$ cat config.mk
export PLATFORM = sky130hd
export DESIGN_NAME = link_port
export DESIGN_NICKNAME = d
export VERILOG_FILES = /design/src/rtl/link_pkg.sv /design/src/rtl/link_ctrl.sv /design/src/rtl/link_data.sv /design/src/rtl/link_port.sv
export SDC_FILE = /design/constraint.sdc
export NUM_CORES = 1
export LEC_CHECK = 0
export BUFFER_PORTS_ARGS = -buffer_cell sky130_fd_sc_hd__buf_2
export CAP_MARGIN = 0
export CELL_PAD_IN_SITES_DETAIL_PLACEMENT = 0
export CELL_PAD_IN_SITES_GLOBAL_PLACEMENT = 1
export CORE_MARGIN = 2
export CORE_UTILIZATION = 39
export CTS_BUF_LIST = sky130_fd_sc_hd__clkbuf_4 sky130_fd_sc_hd__clkbuf_8
export DETAILED_ROUTE_END_ITERATION = 6
export PLACE_DENSITY = 0.78
export SYNTH_ARGS = -nofsm -noshare
export SYNTH_HDL_FRONTEND = slang
export SYNTH_SLANG_ARGS = --single-unit
$ cat constraint.sdc
create_clock -name clk -period 1.6 [get_ports clk]
set_input_delay 0.32 -clock clk [delete_from_list [all_inputs] [get_ports clk]]
set_output_delay 0.32 -clock clk [all_outputs]
set_load 0.01 [all_outputs]
$ cat src/rtl/link_pkg.sv
package link_pkg;
  localparam int NIB_W   = 4;
  localparam int NIB_CNT = 3;
  localparam int ADDR_W  = NIB_W * NIB_CNT;
  localparam int PORT_AW = $clog2(NIB_CNT + 1);

  // Strobes from the control decode to the datapath
  typedef struct packed {
    logic [NIB_CNT-1:0] nibWr;   // software write, one bit per nibble
    logic               capture; // auto-capture on an unconditional jump
    logic               fire;    // strobe port accessed
  } linkCtl_t;
endpackage

$ cat src/rtl/link_ctrl.sv
module link_ctrl
  import link_pkg::*;
(
  input  logic               ioSel,
  input  logic               ioWe,
  input  logic [PORT_AW-1:0] ioAddr,
  input  logic               autoEn,
  input  logic               jmpTaken,
  output linkCtl_t           ctl
);
  for (genvar g = 0; g < NIB_CNT; g++) begin : gWrDec
    assign ctl.nibWr[g] = ioSel && ioWe && (ioAddr == PORT_AW'(g));
  end

  assign ctl.capture = autoEn && jmpTaken;
  assign ctl.fire    = ioSel && (ioAddr == PORT_AW'(NIB_CNT));
endmodule

$ cat src/rtl/link_data.sv
module link_data
  import link_pkg::*;
(
  input  logic               clk,
  input  logic               rstN,
  input  linkCtl_t           ctl,
  input  logic [NIB_W-1:0]   ioWrData,
  input  logic [ADDR_W-1:0]  retAddr,
  input  logic [PORT_AW-1:0] ioAddr,
  output logic [ADDR_W-1:0]  addrReg,
  output logic [NIB_W-1:0]   ioRdData,
  output logic               pcLoad,
  output logic [ADDR_W-1:0]  pcTarget
);
  logic [NIB_W-1:0] nibQ [NIB_CNT];

  for (genvar g = 0; g < NIB_CNT; g++) begin : gNib
    // A software write outranks a capture on the same nibble
    always_ff @(posedge clk) begin
      if (!rstN)                nibQ[g] <= '0;
      else if (ctl.nibWr[g])    nibQ[g] <= ioWrData;
      else if (ctl.capture)     nibQ[g] <= retAddr[g*NIB_W +: NIB_W];
    end
    assign addrReg[g*NIB_W +: NIB_W] = nibQ[g];
  end

  always_comb begin
    ioRdData = '0;
    for (int i = 0; i < NIB_CNT; i++) begin
      if (ioAddr == PORT_AW'(i)) ioRdData = nibQ[i];
    end
  end

  // Pulse and target change together so the PC sees one consistent value
  always_ff @(posedge clk) begin
    if (!rstN) begin
      pcLoad   <= 1'b0;
      pcTarget <= '0;
    end else begin
      pcLoad <= ctl.fire;
      if (ctl.fire) pcTarget <= addrReg;
    end
  end
endmodule

$ cat src/rtl/link_port.sv
module link_port
  import link_pkg::*;
(
  input  logic               clk,
  input  logic               rstN,
  input  logic               ioSel,
  input  logic               ioWe,
  input  logic [PORT_AW-1:0] ioAddr,
  input  logic [NIB_W-1:0]   ioWrData,
  output logic [NIB_W-1:0]   ioRdData,
  input  logic               autoEn,
  input  logic               jmpTaken,
  input  logic [ADDR_W-1:0]  retAddr,
  output logic               pcLoad,
  output logic [ADDR_W-1:0]  pcTarget
);
  linkCtl_t          ctl;
  logic [ADDR_W-1:0] addrReg;

  link_ctrl u_ctrl (
    .ioSel    (ioSel),
    .ioWe     (ioWe),
    .ioAddr   (ioAddr),
    .autoEn   (autoEn),
    .jmpTaken (jmpTaken),
    .ctl      (ctl)
  );

  link_data u_data (
    .clk      (clk),
    .rstN     (rstN),
    .ctl      (ctl),
    .ioWrData (ioWrData),
    .retAddr  (retAddr),
    .ioAddr   (ioAddr),
    .addrReg  (addrReg),
    .ioRdData (ioRdData),
    .pcLoad   (pcLoad),
    .pcTarget (pcTarget)
  );
endmodule

== After elaboration in Yosys (flattened, before gate mapping) ==
Memories as Yosys holds them, arrays and structs flattened.
Index checks and enable logic that the tools add are counted.
W data, S select, Z words.
Operators by class
  reduce and logical (&&, ||, !) cells: 7
  multiplexer cells: 29
  equality and inequality tests: 3
  bitwise operators: 6
Operators with widths (number)
  $mux W4: 9
  $mux W1: 20
  $logic_and A1 B1 Y1: 6
  $or A1 B1 Y1: 6
  $eq A2 B2 Y1 const B: 2
  $eq A2 B1 Y1 const B: 1
  $logic_not A2 Y1: 1
Word-level totals
  bits of input ports: 24
  bits in registers: 13
  output and inout port bits: 17
  bits in writable memories: 12
  logic and storage cells: 48
  memories: 1
Memory list
  u_data.nibQ: depth 3, bits a word 4, read ports 3, clocked after Yosys merged registers in 0, wr ports 3, RTL line link_data.sv:15  | logic [NIB_W-1:0] nibQ [NIB_CNT];

== Logic depth before layout (Yosys ltp) ==
Gate-level depths: netlist of run 1.
  depth in word-level cells: 7
  depth in mapped cells: 5
  mapped depth without buffers: 2

== By module ==
Synthesis of run 1 repeated with hierarchy kept, for this count alone.
Second synthesis, totals
  cells, all modules: 110
  area, all modules: 1256.2 µm²
Modules (own cells, without submodules)
  link_data: cells an instance 105, sequential area each 620.6 µm², area each 1207.4 µm², times used 1
  link_ctrl: cells an instance 5, sequential area each 0.0 µm², area each 48.8 µm², times used 1

== Worst setup path before layout of run 1 ==
No wires, ideal clock.
  path kind: in2reg
  from: in ioAddr[0]
  to: mem u_data.nibQ[2][0], enable pin
  slack: 0.272 ns
  library setup time: 0.314 ns
  required time: 1.286 ns
  path buffers: 1
  arrival time: 1.014 ns
  stages: 3
  cell sequence: buf_2 > nand4b_1 > nand3_1
RTL lines
  from (decl): RTL line link_port.sv:8  | input logic [PORT_AW-1:0] ioAddr,
  to (decl): RTL line link_data.sv:15

==> impl_metrics.json, run 1 <==
{
  "drt-vias-per-instance": 4.89,
  "rows": 20,
  "maxSlewViolCount": 0,
  "synth_compound_area_frac": 0.0276,
  "synthesis.area_mm2": 0.00127,
  "synth-seq-area-share": 0.490,
  "cts_tree": "done",
  "clock_power_share": 0.228,
  "diodes": 0,
  "seq_power_share": 0.621,
  "layout-area-overhead-vs-synth_pct": 18.4,
  "fin_crit_sh": 0.930,
  "synthMuxAreaShare": 0.221,
  "nNetsFinal": 180,
  "ctsResizeCount": 0,
  "cts_buffers": 3,
  "ys_warn_count": 0,
  "dr.pass1.iters": 4,
  "rsz0062_at_grt": "no",
  "setup_viol": 0,
  "gp_congestion": 0.754,
  "postCtsSetupBuffers": 0,
  "crit_type": "flop to output pin",
  "boundaryPins": 41,
  "yosysUniqueCellTypes": 16,
  "cts_htree_levels": 1,
  "synthAdderAreaFrac": 0,
  "slew_headroom": 0.725,
  "worstMarginPinSlew_ps": 412,
  "ir_drop_v": 0.000247,
  "port_buffers": 40,
  "finalCriticalPeriod_ps": 1490,
  "grt.busiest_layer": "met2",
  "status": "complete, no violations",
  "cp-start-kind": "flop",
  "grt_max_degree": 28,
  "max_freq_mhz": 672,
  "hold_path_class": "primary input to flop",
  "post-place-ws_ps": 180,
  "antenna_left": 0,
  "p_int_uw": 883,
  "drc": 0,
  "syn_nets": 143,
  "clkTransAtPathRegs_ps": 130,
  "clockBufferDepth": 2,
  "dieArea_mm2": 0.00372,
  "postCtsHoldBufs": 0,
  "syn_area_per_cell_um2": 10.7,
  "wl_mm": 2.42,
  "layout-drive-gt1-share": 0.316,
  "synth_top_family_by_area": "multiplexers",
  "cp_data_required_time_ps": 1280,
  "multi_input_area_um2": 567,
  "end_kind": "output pin",
  "synth_cells": 119,
  "grt_overflow": 0,
  "worst_slack_ps": 112,
  "use_met1": 0.188,
  "cp_max_fo": 2,
  "final.setup.tns_ps": 0,
  "clock-root-buffer": "clkbuf_4",
  "wire_per_inst_um": 12.2,
  "antenna_found_initial": 0,
  "die_w_um": 61.0,
  "clkSinkCount": 25,
  "arrival_ps": 1170,
  "synth_seq_cells": 25,
  "fillers": 299,
  "power.density_mw_per_mm2": 786,
  "power_leakage_uw": 0.000695,
  "dp_hpwl_mm": 1.99,
  "maxCapViolCount": 0,
  "grt_pass1_wl_mm": 4.08,
  "globalRouteMet2Util": 0.260,
  "coreArea_mm2": 0.00308,
  "finalHoldViolCount": 0,
  "clock_latency_ps": 310,
  "power.switching_uw": 296,
  "grtUsageTotal": 0.149,
  "grt_pass1_vias": 939,
  "synthSimpleGateAreaFrac": 0.198,
  "num_vias": 974,
  "pwr-share-comb": 0.151,
  "die_h_um": 61.0,
  "use_met3": 0.0149,
  "clock_skew_ps": 7.32,
  "p_sw_frac": 0.251,
  "start_util": 0.412,
  "seq_area_um2": 621,
  "drtIter0Drc": 30,
  "synth_xor_area_frac": 0
}
## registers in the layout, summed over array words and instances, names as in the netlist
| register | flops |
|---|---|
| u_data.nibQ | 12 |
| u_data.pcLoad | 1 |
| u_data.pcTarget | 12 |
## stage by stage
step	utilization	total power [µW]	hold WS [ps]	cell area [µm²]	std cells
after floorplan	-	860	479	1270	119
after global placement	0.478	922	439	1470	195
after detailed placement	0.478	928	449	1470	195
after CTS	0.487	1200	388	1500	199
after global routing	0.487	1250	387	1500	199
final	0.487	1180	398	1500	199
## layout make-up
type | count | share of cell area
clock buffers | 3 | 0.0150
clock inverters | 1 | 0.00334
multi-input cells | 82 | 0.378
flip-flops and latches | 25 | 0.414
well taps | 44 | 0.0367
repair buffers | 44 | 0.153
## synthesized netlist by cell type
master	number	area share
nand4_1	12	0.059
nand4bb_1	1	0.0089
dfxtp_1	13	0.21
and2_1	1	0.0049
buf_6	2	0.018
buf_2	3	0.012
o2bb2ai_1	4	0.028
nand4b_1	2	0.014
mux2i_1	28	0.22
nor2b_1	1	0.0049
and3_4	1	0.0089
nand3_1	3	0.012
buf_12	1	0.016
nand2_1	29	0.086
edfxtp_1	12	0.28
clkbuf_1	6	0.018
## critical path, stage by stage, from the launching register on
cell	delay [ps]
edfxtp_1	410
mux2i_1	210
o2bb2ai_1	100
buf_2	140
## layout by cell type, fill, tap and decap left out, drive strengths merged
cell type and count:
and2 1, and3 1, buf 44, clkbuf 3, clkinv 1, dfxtp 13
edfxtp 12, mux2i 28, nand2 29, nand3 3, nand4 12, nand4b 2
nand4bb 1, nor2b 1, o2bb2ai 4
## cells by family after synthesis
logic type,Yosys count
AND/OR/NAND/NOR,50
multiplexers,28
flip-flops,25
buffers and inverters,12
AO/OA/AOI/OAI,4
## power by group through the flow
stage | combinational [µW] | clock (µW) | sequential (µW)
after floorplan | 114 | 0 | 747
after global placement | 175 | 0 | 747
after detailed placement | 180 | 0 | 748
after CTS | 180 | 282 | 734
after global routing | 199 | 312 | 739
final | 178 | 268 | 733
## final timing paths
check / startpoint / cells past startpoint / endpoint / slack (ps)
setup / recovery: u_data.nibQ[2][0] / 3 / ioRdData[0] / 110
hold / removal: retAddr[5] / 3 / u_data.nibQ[1][1] / 400
setup reg to reg: u_data.nibQ[1][3] / 2 / u_data.pcTarget[7] / 910
hold reg to reg: u_data.pcTarget[3] / 2 / u_data.pcTarget[3] / 460
## layer usage
metal	share of wire	wire length, µm
met1	0.47	1140
met3	0.055	132
met2	0.46	1120
met4	0.011	27
met5	0	0
No activity file was read; power rests on OpenSTA's default activity.
==> inputs of run 2 (changes only) <==
--- a/config.mk
+++ b/config.mk
@@ -7,13 +7,11 @@
 export LEC_CHECK = 0
 export BUFFER_PORTS_ARGS = -buffer_cell sky130_fd_sc_hd__buf_2
 export CAP_MARGIN = 0
-export CELL_PAD_IN_SITES_DETAIL_PLACEMENT = 0
-export CELL_PAD_IN_SITES_GLOBAL_PLACEMENT = 1
-export CORE_MARGIN = 2
-export CORE_UTILIZATION = 39
+export CORE_ASPECT_RATIO = 1.4
+export CORE_UTILIZATION = 52
 export CTS_BUF_LIST = sky130_fd_sc_hd__clkbuf_4 sky130_fd_sc_hd__clkbuf_8
 export DETAILED_ROUTE_END_ITERATION = 6
-export PLACE_DENSITY = 0.78
+export PLACE_DENSITY = 0.79
 export SYNTH_ARGS = -nofsm -noshare
 export SYNTH_HDL_FRONTEND = slang
 export SYNTH_SLANG_ARGS = --single-unit
==> run 2 against run 1 <==
Against the previous run:
- the run now ends with design-rule violations left
- combinational power barely moved
- sequential share of layout area rose by 0.49 points
- clock power rose by 6%
- cell area fell by 1.2%
- cell count fell by 11%
- flip-flop and latch count did not move
- global-route usage rose by 4.3 points
- clock-buffer cell count rose by 1
==> impl_metrics.json, run 2 (synthesized netlist as in run 1, its figures left out) <==
{
  "status": "complete, but fails checks",
  "violations": "design-rule violations",
  "die_h_um": 60.4,
  "cp_max_fo": 2,
  "dieArea_mm2": 0.00264,
  "clockBufferDepth": 2,
  "slew_headroom": 0.792,
  "end_kind": "output pin",
  "gp_congestion": 0.858,
  "clock_power_share": 0.238,
  "cts_buffers": 3,
  "antenna_found_initial": 0,
  "hold_path_class": "primary input to flop",
  "postCtsHoldBufs": 0,
  "antenna_left": 0,
  "worstMarginPinSlew_ps": 312,
  "final_common_cell": "buf_2",
  "layout-drive-gt1-share": 0.321,
  "grtUsageTotal": 0.193,
  "clock_latency_ps": 310,
  "power.switching_uw": 291,
  "fin_area_mm2": 0.00148,
  "power_leakage_uw": 0.000700,
  "postCtsSetupBuffers": 0,
  "fillers": 181,
  "cp_data_required_time_ps": 1280,
  "grt_max_degree": 22,
  "finalHoldViolCount": 0,
  "dp_hpwl_mm": 1.82,
  "final.setup.tns_ps": 0,
  "cts_tree": "done",
  "port_buffers": 40,
  "diodes": 0,
  "drtIter0Drc": 34,
  "arrival_ps": 1180,
  "layout_common_cells": "buf_2 (40), nand2_1 (29), mux2i_1 (28)",
  "grt_pass1_vias": 848,
  "coreArea_mm2": 0.00223,
  "crit_type": "flop to output pin",
  "seq_area_um2": 621,
  "ctsResizeCount": 0,
  "grt_overflow": 0,
  "drc": 4,
  "finalCriticalPeriod_ps": 1500,
  "seq_power_share": 0.613,
  "drt-vias-per-instance": 5.48,
  "setup_viol": 0,
  "clkSinkCount": 25,
  "boundaryPins": 41,
  "reg.largest.list": "u_data.nibQ x12, u_data.pcTarget x12, u_data.pcLoad x1",
  "maxCapViolCount": 0,
  "p_sw_frac": 0.243,
  "num_vias": 976,
  "power.density_mw_per_mm2": 807,
  "cp-start-kind": "flop",
  "rsz0062_at_grt": "no",
  "place_area_mm2": 0.00145,
  "maxSlewViolCount": 0,
  "clock-root-buffer": "clkbuf_4",
  "grt_pass1_wl_mm": 3.68,
  "cts_htree_levels": 1,
  "utilization": 0.666,
  "nNetsFinal": 181,
  "max_freq_mhz": 665,
  "fin_crit_sh": 0.940,
  "wire_per_inst_um": 12.8,
  "rows": 20,
  "die_w_um": 43.7,
  "clock_skew_ps": 7.25,
  "p_int_uw": 906,
  "clkTransAtPathRegs_ps": 130,
  "pwr-share-comb": 0.149,
  "dr.pass1.iters": 7,
  "wl_mm": 2.27,
  "multi_input_area_um2": 567,
  "layout-area-overhead-vs-synth_pct": 17.0,
  "start_util": 0.569,
  "ir_drop_v": 0.000439
}
-- run 2: changes by cell type in the layout (fill, tap and decap cells not counted), sizes merged --
cell / delta
clkinv: -1
buf: +1
clkbuf: +1
-- run 2: area by class of cell --
type                    count  share of cell area
repair buffers             45               0.160
flip-flops and latches     25               0.419
well taps                  22              0.0186
multi-input cells          82               0.382
clock buffers               4              0.0203
-- run 2: final timing paths --
check | start | to | slack, ps | cells past startpoint
max | u_data.nibQ[2][1] | ioRdData[1] | 100 | 3
min | retAddr[9] | u_data.nibQ[2][1] | 400 | 3
max reg2reg | u_data.nibQ[2][2] | u_data.pcTarget[10] | 910 | 2
min reg2reg | u_data.pcTarget[9] | u_data.pcTarget[9] | 460 | 2
-- run 2: metal layers --
layer | vias to the layer above | routed length (µm) | GRT usage
met1 | 428 | 1030 | 0.242
met3 | 4 | 134 | 0.0268
met2 | 41 | 1060 | 0.318
met5 | - | 0 | 0
li1 | 503 | - | -
met4 | 0 | 44 | 0.107
-- run 2: worst max-delay path, stage by stage, from the launching register on --
cell and delay [ps]:
edfxtp_1 420, mux2i_1 220, o2bb2ai_1 100, buf_2 140
-- run 2: power groups by stage --
stage          Clock, µW  Combinational (µW)  Sequential [µW]
6_report             285                 178              733
3_5_place_dp           0                 179              748
4_1_cts              294                 179              733
5_1_grt              318                 198              737
3_3_place_gp           0                 174              748
2_1_floorplan          0                 114              747
-- run 2: stage by stage --
step	hold WS, ps	total power [µW]	cells	setup slack [ps]
floorplan	479	860	119	272
global placement	441	922	174	296
detailed placement	444	927	174	245
CTS	391	1210	178	79.0
global route	389	1250	178	28.4
finish	396	1200	178	95.4
